### config.mk
export PLATFORM = sky130hd
export DESIGN_NAME = i2c_regbank_target
export DESIGN_NICKNAME = d
export VERILOG_FILES = /design/src/rtl/i2c_tgt_pkg.sv /design/src/rtl/i2c_line_sync.sv /design/src/rtl/i2c_reg_store.sv /design/src/rtl/i2c_link_fsm.sv /design/src/rtl/i2c_regbank_target.sv
export SDC_FILE = /design/constraint.sdc
export NUM_CORES = 1
export LEC_CHECK = 0
export CORE_ASPECT_RATIO = 0.75
export CORE_UTILIZATION = 40
export DETAILED_ROUTE_END_ITERATION = 6
export PLACE_DENSITY = 0.62
export SYNTH_ARGS = -nofsm -noshare
export SYNTH_HDL_FRONTEND = slang
export SYNTH_SLANG_ARGS = --single-unit
### constraint.sdc
create_clock -name clk -period 2 [get_ports clk]
set_input_delay 0.3 -clock clk [delete_from_list [all_inputs] [get_ports clk]]
set_output_delay 0.3 -clock clk [all_outputs]
set_load 0.05 [all_outputs]
### src/rtl/i2c_tgt_pkg.sv
package i2c_tgt_pkg;

    localparam int BYTE_W = 8;

    typedef logic [BYTE_W-1:0] byte_t;

    typedef enum logic [2:0] {
        ST_IDLE,
        ST_ADDR,
        ST_REG,
        ST_WDAT,
        ST_ACK,
        ST_TX,
        ST_MACK,
        ST_SKIP
    } link_state_e;

    // conditioned view of the two bus lines
    typedef struct packed {
        logic scl;
        logic sda;
        logic scl_rise;
        logic scl_fall;
        logic start;
        logic stop;
    } line_ev_t;

    // register write request from the protocol engine
    typedef struct packed {
        logic  stb;
        byte_t ptr;
        byte_t data;
    } wr_req_t;

    function automatic logic is_gcall(input logic [6:0] a);
        return a == 7'h00;
    endfunction

    function automatic logic ptr_in_range(input byte_t p, input int unsigned n);
        return 32'(p) < n;
    endfunction

endpackage

### src/rtl/i2c_line_sync.sv
module i2c_line_sync
    import i2c_tgt_pkg::*;
#(
    parameter int STAGES = 2
) (
    input  logic     clk,
    input  logic     rst,
    input  logic     scl_i,
    input  logic     sda_i,
    output line_ev_t ev
);

    localparam int LINES = 2;

    logic [LINES-1:0] pin;
    logic [LINES-1:0] sh [STAGES];
    logic [LINES-1:0] prev;
    logic [LINES-1:0] cur;

    assign pin = {scl_i, sda_i};

    // bus lines idle high, so the chain resets to ones
    always_ff @(posedge clk) begin
        if (rst) begin
            for (int k = 0; k < STAGES; k++) sh[k] <= '1;
            prev <= '1;
        end else begin
            sh[0] <= pin;
            for (int k = 1; k < STAGES; k++) sh[k] <= sh[k-1];
            prev <= sh[STAGES-1];
        end
    end

    assign cur = sh[STAGES-1];

    always_comb begin
        ev.scl      = cur[1];
        ev.sda      = cur[0];
        ev.scl_rise = cur[1] & ~prev[1];
        ev.scl_fall = ~cur[1] & prev[1];
        ev.start    = cur[1] & prev[1] & prev[0] & ~cur[0];
        ev.stop     = cur[1] & prev[1] & ~prev[0] & cur[0];
    end

endmodule

### src/rtl/i2c_reg_store.sv
module i2c_reg_store
    import i2c_tgt_pkg::*;
#(
    parameter int N_REGS = 16,   // at most 256, the pointer range
    localparam int AW    = $clog2(N_REGS)
) (
    input  logic          clk,
    input  logic          rst,
    input  wr_req_t       wr,
    input  byte_t         bus_ptr,
    output byte_t         bus_rdata,
    input  logic [AW-1:0] usr_raddr,
    output byte_t         usr_rdata,
    output logic          wr_stb_o,
    output logic [AW-1:0] wr_addr_o,
    output byte_t         wr_data_o
);

    byte_t regs [N_REGS];
    logic  hit;

    assign hit = wr.stb && ptr_in_range(wr.ptr, N_REGS);

    for (genvar r = 0; r < N_REGS; r++) begin : g_reg
        always_ff @(posedge clk) begin
            if (rst) begin
                regs[r] <= '0;
            end else if (hit && wr.ptr[AW-1:0] == AW'(r)) begin
                regs[r] <= wr.data;
            end
        end
    end

    assign bus_rdata = ptr_in_range(bus_ptr, N_REGS) ? regs[bus_ptr[AW-1:0]] : '0;
    assign usr_rdata = regs[usr_raddr];

    assign wr_stb_o  = hit;
    assign wr_addr_o = wr.ptr[AW-1:0];
    assign wr_data_o = wr.data;

endmodule

### src/rtl/i2c_link_fsm.sv
module i2c_link_fsm
    import i2c_tgt_pkg::*;
(
    input  logic        clk,
    input  logic        rst,
    input  line_ev_t    ev,
    input  logic [6:0]  dev_addr,
    input  byte_t       rd_byte,
    output logic        sda_oe,
    output wr_req_t     wr,
    output byte_t       ptr,
    output link_state_e state,
    output logic        gcall
);

    link_state_e ack_next;
    logic        ack_want;
    logic        ack_phase;
    logic [3:0]  bitcnt;
    byte_t       shreg;
    byte_t       tx;
    byte_t       rx;
    logic        hit_own;
    logic        hit_gc;

    assign rx      = {shreg[6:0], ev.sda};
    assign hit_own = rx[7:1] == dev_addr;
    assign hit_gc  = is_gcall(rx[7:1]) && !rx[0];

    always_ff @(posedge clk) begin
        if (rst) begin
            state     <= ST_IDLE;
            ack_next  <= ST_SKIP;
            ack_want  <= 1'b0;
            ack_phase <= 1'b0;
            bitcnt    <= '0;
            shreg     <= '0;
            tx        <= '0;
            ptr       <= '0;
            gcall     <= 1'b0;
            sda_oe    <= 1'b0;
            wr        <= '0;
        end else begin
            wr.stb <= 1'b0;
            if (ev.stop) begin
                state  <= ST_IDLE;
                sda_oe <= 1'b0;
            end else if (ev.start) begin
                state     <= ST_ADDR;
                bitcnt    <= '0;
                ack_phase <= 1'b0;
                sda_oe    <= 1'b0;
            end else begin
                unique case (state)
                    ST_ADDR, ST_REG, ST_WDAT: begin
                        if (ev.scl_rise) begin
                            shreg <= rx;
                            if (bitcnt == 4'd7) begin
                                bitcnt    <= '0;
                                ack_phase <= 1'b0;
                                state     <= ST_ACK;
                                if (state == ST_ADDR) begin
                                    gcall <= !hit_own && hit_gc;
                                    if (hit_own) begin
                                        ack_want <= 1'b1;
                                        ack_next <= rx[0] ? ST_TX : ST_REG;
                                    end else if (hit_gc) begin
                                        ack_want <= 1'b1;
                                        ack_next <= ST_REG;
                                    end else begin
                                        ack_want <= 1'b0;
                                        ack_next <= ST_SKIP;
                                    end
                                end else if (state == ST_REG) begin
                                    ptr      <= rx;
                                    ack_want <= 1'b1;
                                    ack_next <= ST_WDAT;
                                end else begin
                                    wr.stb   <= !gcall;
                                    wr.ptr   <= ptr;
                                    wr.data  <= rx;
                                    ptr      <= ptr + 8'd1;
                                    ack_want <= 1'b1;
                                    ack_next <= ST_WDAT;
                                end
                            end else begin
                                bitcnt <= bitcnt + 4'd1;
                            end
                        end
                    end
                    ST_ACK: begin
                        if (ev.scl_fall) begin
                            if (!ack_phase) begin
                                ack_phase <= 1'b1;
                                sda_oe    <= ack_want;
                            end else begin
                                ack_phase <= 1'b0;
                                bitcnt    <= '0;
                                state     <= ack_next;
                                if (ack_next == ST_TX) begin
                                    tx     <= rd_byte;
                                    sda_oe <= ~rd_byte[7];
                                end else begin
                                    sda_oe <= 1'b0;
                                end
                            end
                        end
                    end
                    ST_TX: begin
                        if (ev.scl_rise) begin
                            bitcnt <= bitcnt + 4'd1;
                        end else if (ev.scl_fall) begin
                            if (bitcnt == 4'd8) begin
                                sda_oe <= 1'b0;
                                ptr    <= ptr + 8'd1;
                                state  <= ST_MACK;
                            end else begin
                                tx     <= tx << 1;
                                sda_oe <= ~tx[6];
                            end
                        end
                    end
                    ST_MACK: begin
                        if (ev.scl_rise) begin
                            ack_want <= ~ev.sda;
                        end else if (ev.scl_fall) begin
                            bitcnt <= '0;
                            if (ack_want) begin
                                tx     <= rd_byte;
                                sda_oe <= ~rd_byte[7];
                                state  <= ST_TX;
                            end else begin
                                state  <= ST_SKIP;
                            end
                        end
                    end
                    default: ;
                endcase
            end
        end
    end

endmodule

### src/rtl/i2c_regbank_target.sv
module i2c_regbank_target
    import i2c_tgt_pkg::*;
#(
    parameter int N_REGS      = 16,
    parameter int SYNC_STAGES = 2,
    localparam int AW         = $clog2(N_REGS)
) (
    input  logic          clk,
    input  logic          rst,
    input  logic          scl_i,
    input  logic          sda_i,
    input  logic [6:0]    dev_addr,
    output logic          sda_oe,
    output logic          wr_stb,
    output logic [AW-1:0] wr_addr,
    output logic [7:0]    wr_data,
    input  logic [AW-1:0] usr_raddr,
    output logic [7:0]    usr_rdata
);

    line_ev_t    ev;
    wr_req_t     wr;
    byte_t       ptr;
    byte_t       rd_byte;
    link_state_e link_state;
    logic        gcall;

    i2c_line_sync #(.STAGES(SYNC_STAGES)) u_sync (
        .clk   (clk),
        .rst   (rst),
        .scl_i (scl_i),
        .sda_i (sda_i),
        .ev    (ev)
    );

    i2c_link_fsm u_fsm (
        .clk      (clk),
        .rst      (rst),
        .ev       (ev),
        .dev_addr (dev_addr),
        .rd_byte  (rd_byte),
        .sda_oe   (sda_oe),
        .wr       (wr),
        .ptr      (ptr),
        .state    (link_state),
        .gcall    (gcall)
    );

    i2c_reg_store #(.N_REGS(N_REGS)) u_store (
        .clk       (clk),
        .rst       (rst),
        .wr        (wr),
        .bus_ptr   (ptr),
        .bus_rdata (rd_byte),
        .usr_raddr (usr_raddr),
        .usr_rdata (usr_rdata),
        .wr_stb_o  (wr_stb),
        .wr_addr_o (wr_addr),
        .wr_data_o (wr_data)
    );

endmodule

==> results.tsv <==
stage	metric	value	unit
timing	fin crit share	1.216	
worst_setup_path	worst endpoint required time	1.70	ns
synth	Post-Syn Nets	884	
detailed_routing	DR vias/cell	5.651	
timing	setup tns final	-3.081	ns
worst_setup_path	crit path DAT	2.13	ns
detailed_routing	met1 wire length	13230	um
synth	Synth area leader	edfxtp_1	
timing	Final WS setup	-0.4327	ns
synth	synth cell count leaders	133 x and2_1, 128 x edfxtp_1, 65 x mux4_2, 65 x nand2_1, 63 x dfxtp_1	
power	clock share of power	0.399	
synth	Synth Flop Type	edfxtp_1	
detailed_routing	WL met3	3345	um
worst_setup_path	Crit path largest cell delay	0.53	ns
synth	Unique masters post-synth	68	
worst_setup_path	Crit-path slowest cell	mux4_2	
detailed_routing	Post-DRT Antenna Nets	0	
synth	Synth warnings	0	
worst_setup_path	cell family with most CP delay	multiplexers	
cells_and_area	utilization after layout	0.5022	
detailed_routing	DR top layer	met4	
run_status	failing checks	negative setup slack	
synth	number of synthesized flops with an enable pin	128	
die	Initial Util	0.4093	
power	Switching Fraction	0.2522	
placed_design	GP Congestion	0.9261	
synth	Async S/R FF share, synth	0	
synth	#FFs+latches synth	191	
detailed_routing	met2 WL	12070	um
synth	Syn Area/Cell	11.86	um^2
worst_setup_path	critical path class	reg -> out	
clock_tree	Clock Sinks	191	
timing	Fin. Hold Viols	0	
detailed_routing	routed wire length	29150	um
detailed_routing	TritonRoute pass-1 iters	5	
power	Leak	4.548	nW
power	Peak VDD IR	0.0005418	V
clock_tree	Root Buffer	clkbuf_16	
worst_setup_path	Buf/Inv on CP	1	
synth	most frequent cell after synthesis	and2_1	
synth	share of the synthesized area in the top cell type	0.3744	
clock_tree	CTS tree	yes	
timing	RSZ-0062 raised after global routing	true	
clock_tree	number of buffers created by CTS	17	
cells_and_area	layout cells sized above 1	0.3063	
synth	cell area after synthesis	10270	um^2
worst_setup_path	CP startpoint	u_store.regs[0][7]	
power	Pwr Density	667.4	nW/um^2
power	Gate power share	0.078	
detailed_routing	wire per inst	22.23	um
timing	final setup vio count	8	
worst_setup_path	worst-path fanout max	2	
synth	Area contributors post-synth	edfxtp_1 37%, mux4_2 14%, dfxtp_1 12%, and2_1 8.1%, mux2i_1 2.4%	
cells_and_area	Inserted Diodes	0	
global_routing	GRT Total Usage	0.2276	
timing	Slew @ Worst Pin	0.6587	ns
die	Die W	187	um
worst_setup_path	CP dominant cell by count	mux4_2	
worst_setup_path	Startpoint Class	register	
synth	Syn Inst Count	866	
placed_design	port bufs	36	
power	Sw Pwr	2.121	mW
worst_setup_path	CP Depth	3	
global_routing	largest net degree at the start of global routing	61	
clock_tree	CTS Buffer Depth	2	
timing	Worst slew margin	0.5602	
die	I/O pin count	37	
clock_tree	htree depth	4	
global_routing	initial antenna violation count	0	
power	sequential share of power	0.523	
worst_setup_path	Reg2Reg Depth	7	
die	row cnt	50	
run	Max Cap Viol	0	
min_path	Min-Delay Path Class	in -> reg	
detailed_routing	drt drc	0	
worst_setup_path	CP Capture Type	primary output	
die	CORE AREA	25090	um^2
global_routing	first-pass GRT wire length	44070	um
global_routing	vias in the first global route	7064	
worst_setup_path	critical path cell sequence	mux4_2, mux4_2, buf_6	
timing	Setup Skew	0.01456	ns
min_path	number of cells on the worst hold path	3	
power	internal power	6.288	mW
min_path	hold_sp	rst	
run_status	status	finished with violations	
clock_tree	Reg clk slew, reported paths	0.07	ns
detailed_routing	Via Count	7408	
cells_and_area	P&R area growth vs syn	22.70	%
timing	fmax	0.4111	GHz
clock_tree	Hold-fix buffers, CTS	0	
clock_tree	Clk Latency, worst-skew pair	0.44	ns
synth	post-synthesis sequential area ratio	0.4972	
die	Die ar.	26320	um^2
die	overall die height	140.8	um
worst_setup_path	Critical R2R Launch	u_fsm.wr[15]	
timing	Final Max Tran Viols	0	
timing	Hold Slack	0.3867	ns
cells_and_area	post-layout net count	978	
global_routing	gr ovfl total	0	
timing	Tmin final	2.433	ns
placed_design	HPWL after DPL	21840	um
detailed_routing	DRT iter0 DRCs	869	
-- kinds of logic (layout without fill, tap and decap cells) --
logic type | after synthesis | in the layout | share of synthesized area
flops | 191 | 191 | 0.4972
simple gates | 357 | 357 | 0.1934
compound gates | 128 | 128 | 0.08311
fa+ha+maj | 3 | 3 | 0.003656
buf+inv | 81 | 188 | 0.04034
xor+xnor | 9 | 9 | 0.007677
mux | 97 | 97 | 0.1746
-- power groups by stage --
stage	Sequential [mW]	Combinational (mW)	Clock [mW]
2_1_floorplan	4.41	0.426	0
3_3_place_gp	4.48	0.616	0
3_5_place_dp	4.47	0.624	0
4_1_cts	4.39	0.645	3.39
5_1_grt	4.40	0.697	3.53
6_report	4.40	0.659	3.35
-- final timing paths --
check | slack (ns) | end
worst min-delay path | 0.39 | u_fsm.bitcnt[1]
worst max-delay path | -0.43 | usr_rdata[7]
worst max register to register | 0.02 | u_store.regs[0][2]
worst min register to register | 0.41 | u_sync.sh[0][3]
-- worst register-to-register path: cells and delay by family (launching register included) --
| kind | cells | cell delay (ns) |
|---|---|---|
| DFF | 1 | 0.34 |
| AOI/OAI and AO/OA | 1 | 0.21 |
| buffers and inverters | 3 | 0.50 |
| and+or+nand+nor | 3 | 0.63 |
-- sequential cells by signal, indices dropped and copies added (netlist names), named ones only --
name / flops
u_store.regs: 128
u_fsm.wr: 17
u_fsm.ptr: 8
u_fsm.shreg: 7
u_fsm.tx: 7
u_fsm.bitcnt: 4
u_sync.sh: 4
u_fsm.ack_next: 3
u_fsm.state: 3
u_sync.prev: 2
u_fsm.ack_phase: 1
u_fsm.ack_want: 1
u_fsm.gcall: 1
u_fsm.sda_oe: 1
-- per-stage QoR --
step	std cells	power [mW]	cell area, um^2	setup slack (ns)
2_1_floorplan	866	4.834	10330	-0.04121
6_report	1311	8.408	12600	-0.4327
4_1_cts	1302	8.424	12330	-0.4211
3_3_place_gp	1270	5.096	11700	-0.3879
5_1_grt	1311	8.630	12600	-0.4575
3_5_place_dp	1270	5.098	11700	-0.4086
-- routing by layer --
| metal | GRT usage | up-vias |
|---|---|---|
| li1 | - | 3390 |
| met1 | 0.3370 | 3585 |
| met2 | 0.3146 | 404 |
| met3 | 0.07443 | 29 |
| met4 | 0.06428 | 0 |
| met5 | 0 | - |
-- cell type report --
class / instances / area [um^2]
Clock inverter: 15 / 143.9
Sequential cell: 191 / 5120
Fill cell: 2157 / 12490
Clock buffer: 17 / 425.4
Multi-Input combinational cell: 594 / 4911
Tap cell: 338 / 422.9
Timing Repair Buffer: 149 / 1549
Inverter: 7 / 26.28
-- repair_timing --
| item | in CTS | in global routing |
|---|---|---|
| pin swaps | 1 | 8 |
| cloned | 0 | 2 |
| setup endpoints to repair | 139 | 181 |
| buffers inserted | 0 | 7 |
| gates resized for setup | 17 | 47 |
-- layout by cell type (no fill, tap or decap), drive strengths merged, types with 4 or more instances in the layout --
cell / count
buf: 134
and2: 133
edfxtp: 128
mux4: 65
nand2: 65
dfxtp: 63
nor2: 50
a21oi: 38
mux2i: 25
clkbuf: 19
o21ai: 19
nand2b: 15
inv: 15
nor3: 14
clkdlybuf4s50: 12
nor2b: 12
a21o: 11
nand3: 11
or2: 10
a211oi: 10
o22ai: 7
nand3b: 7
mux2: 7
nand4: 6
a31oi: 6
o21bai: 5
xor2: 5
or3: 5
nor4: 5
nor3b: 5
xnor2: 4
a22o: 4
clkinv: 4
and3b: 4
(Power assumes the default switching activity.)
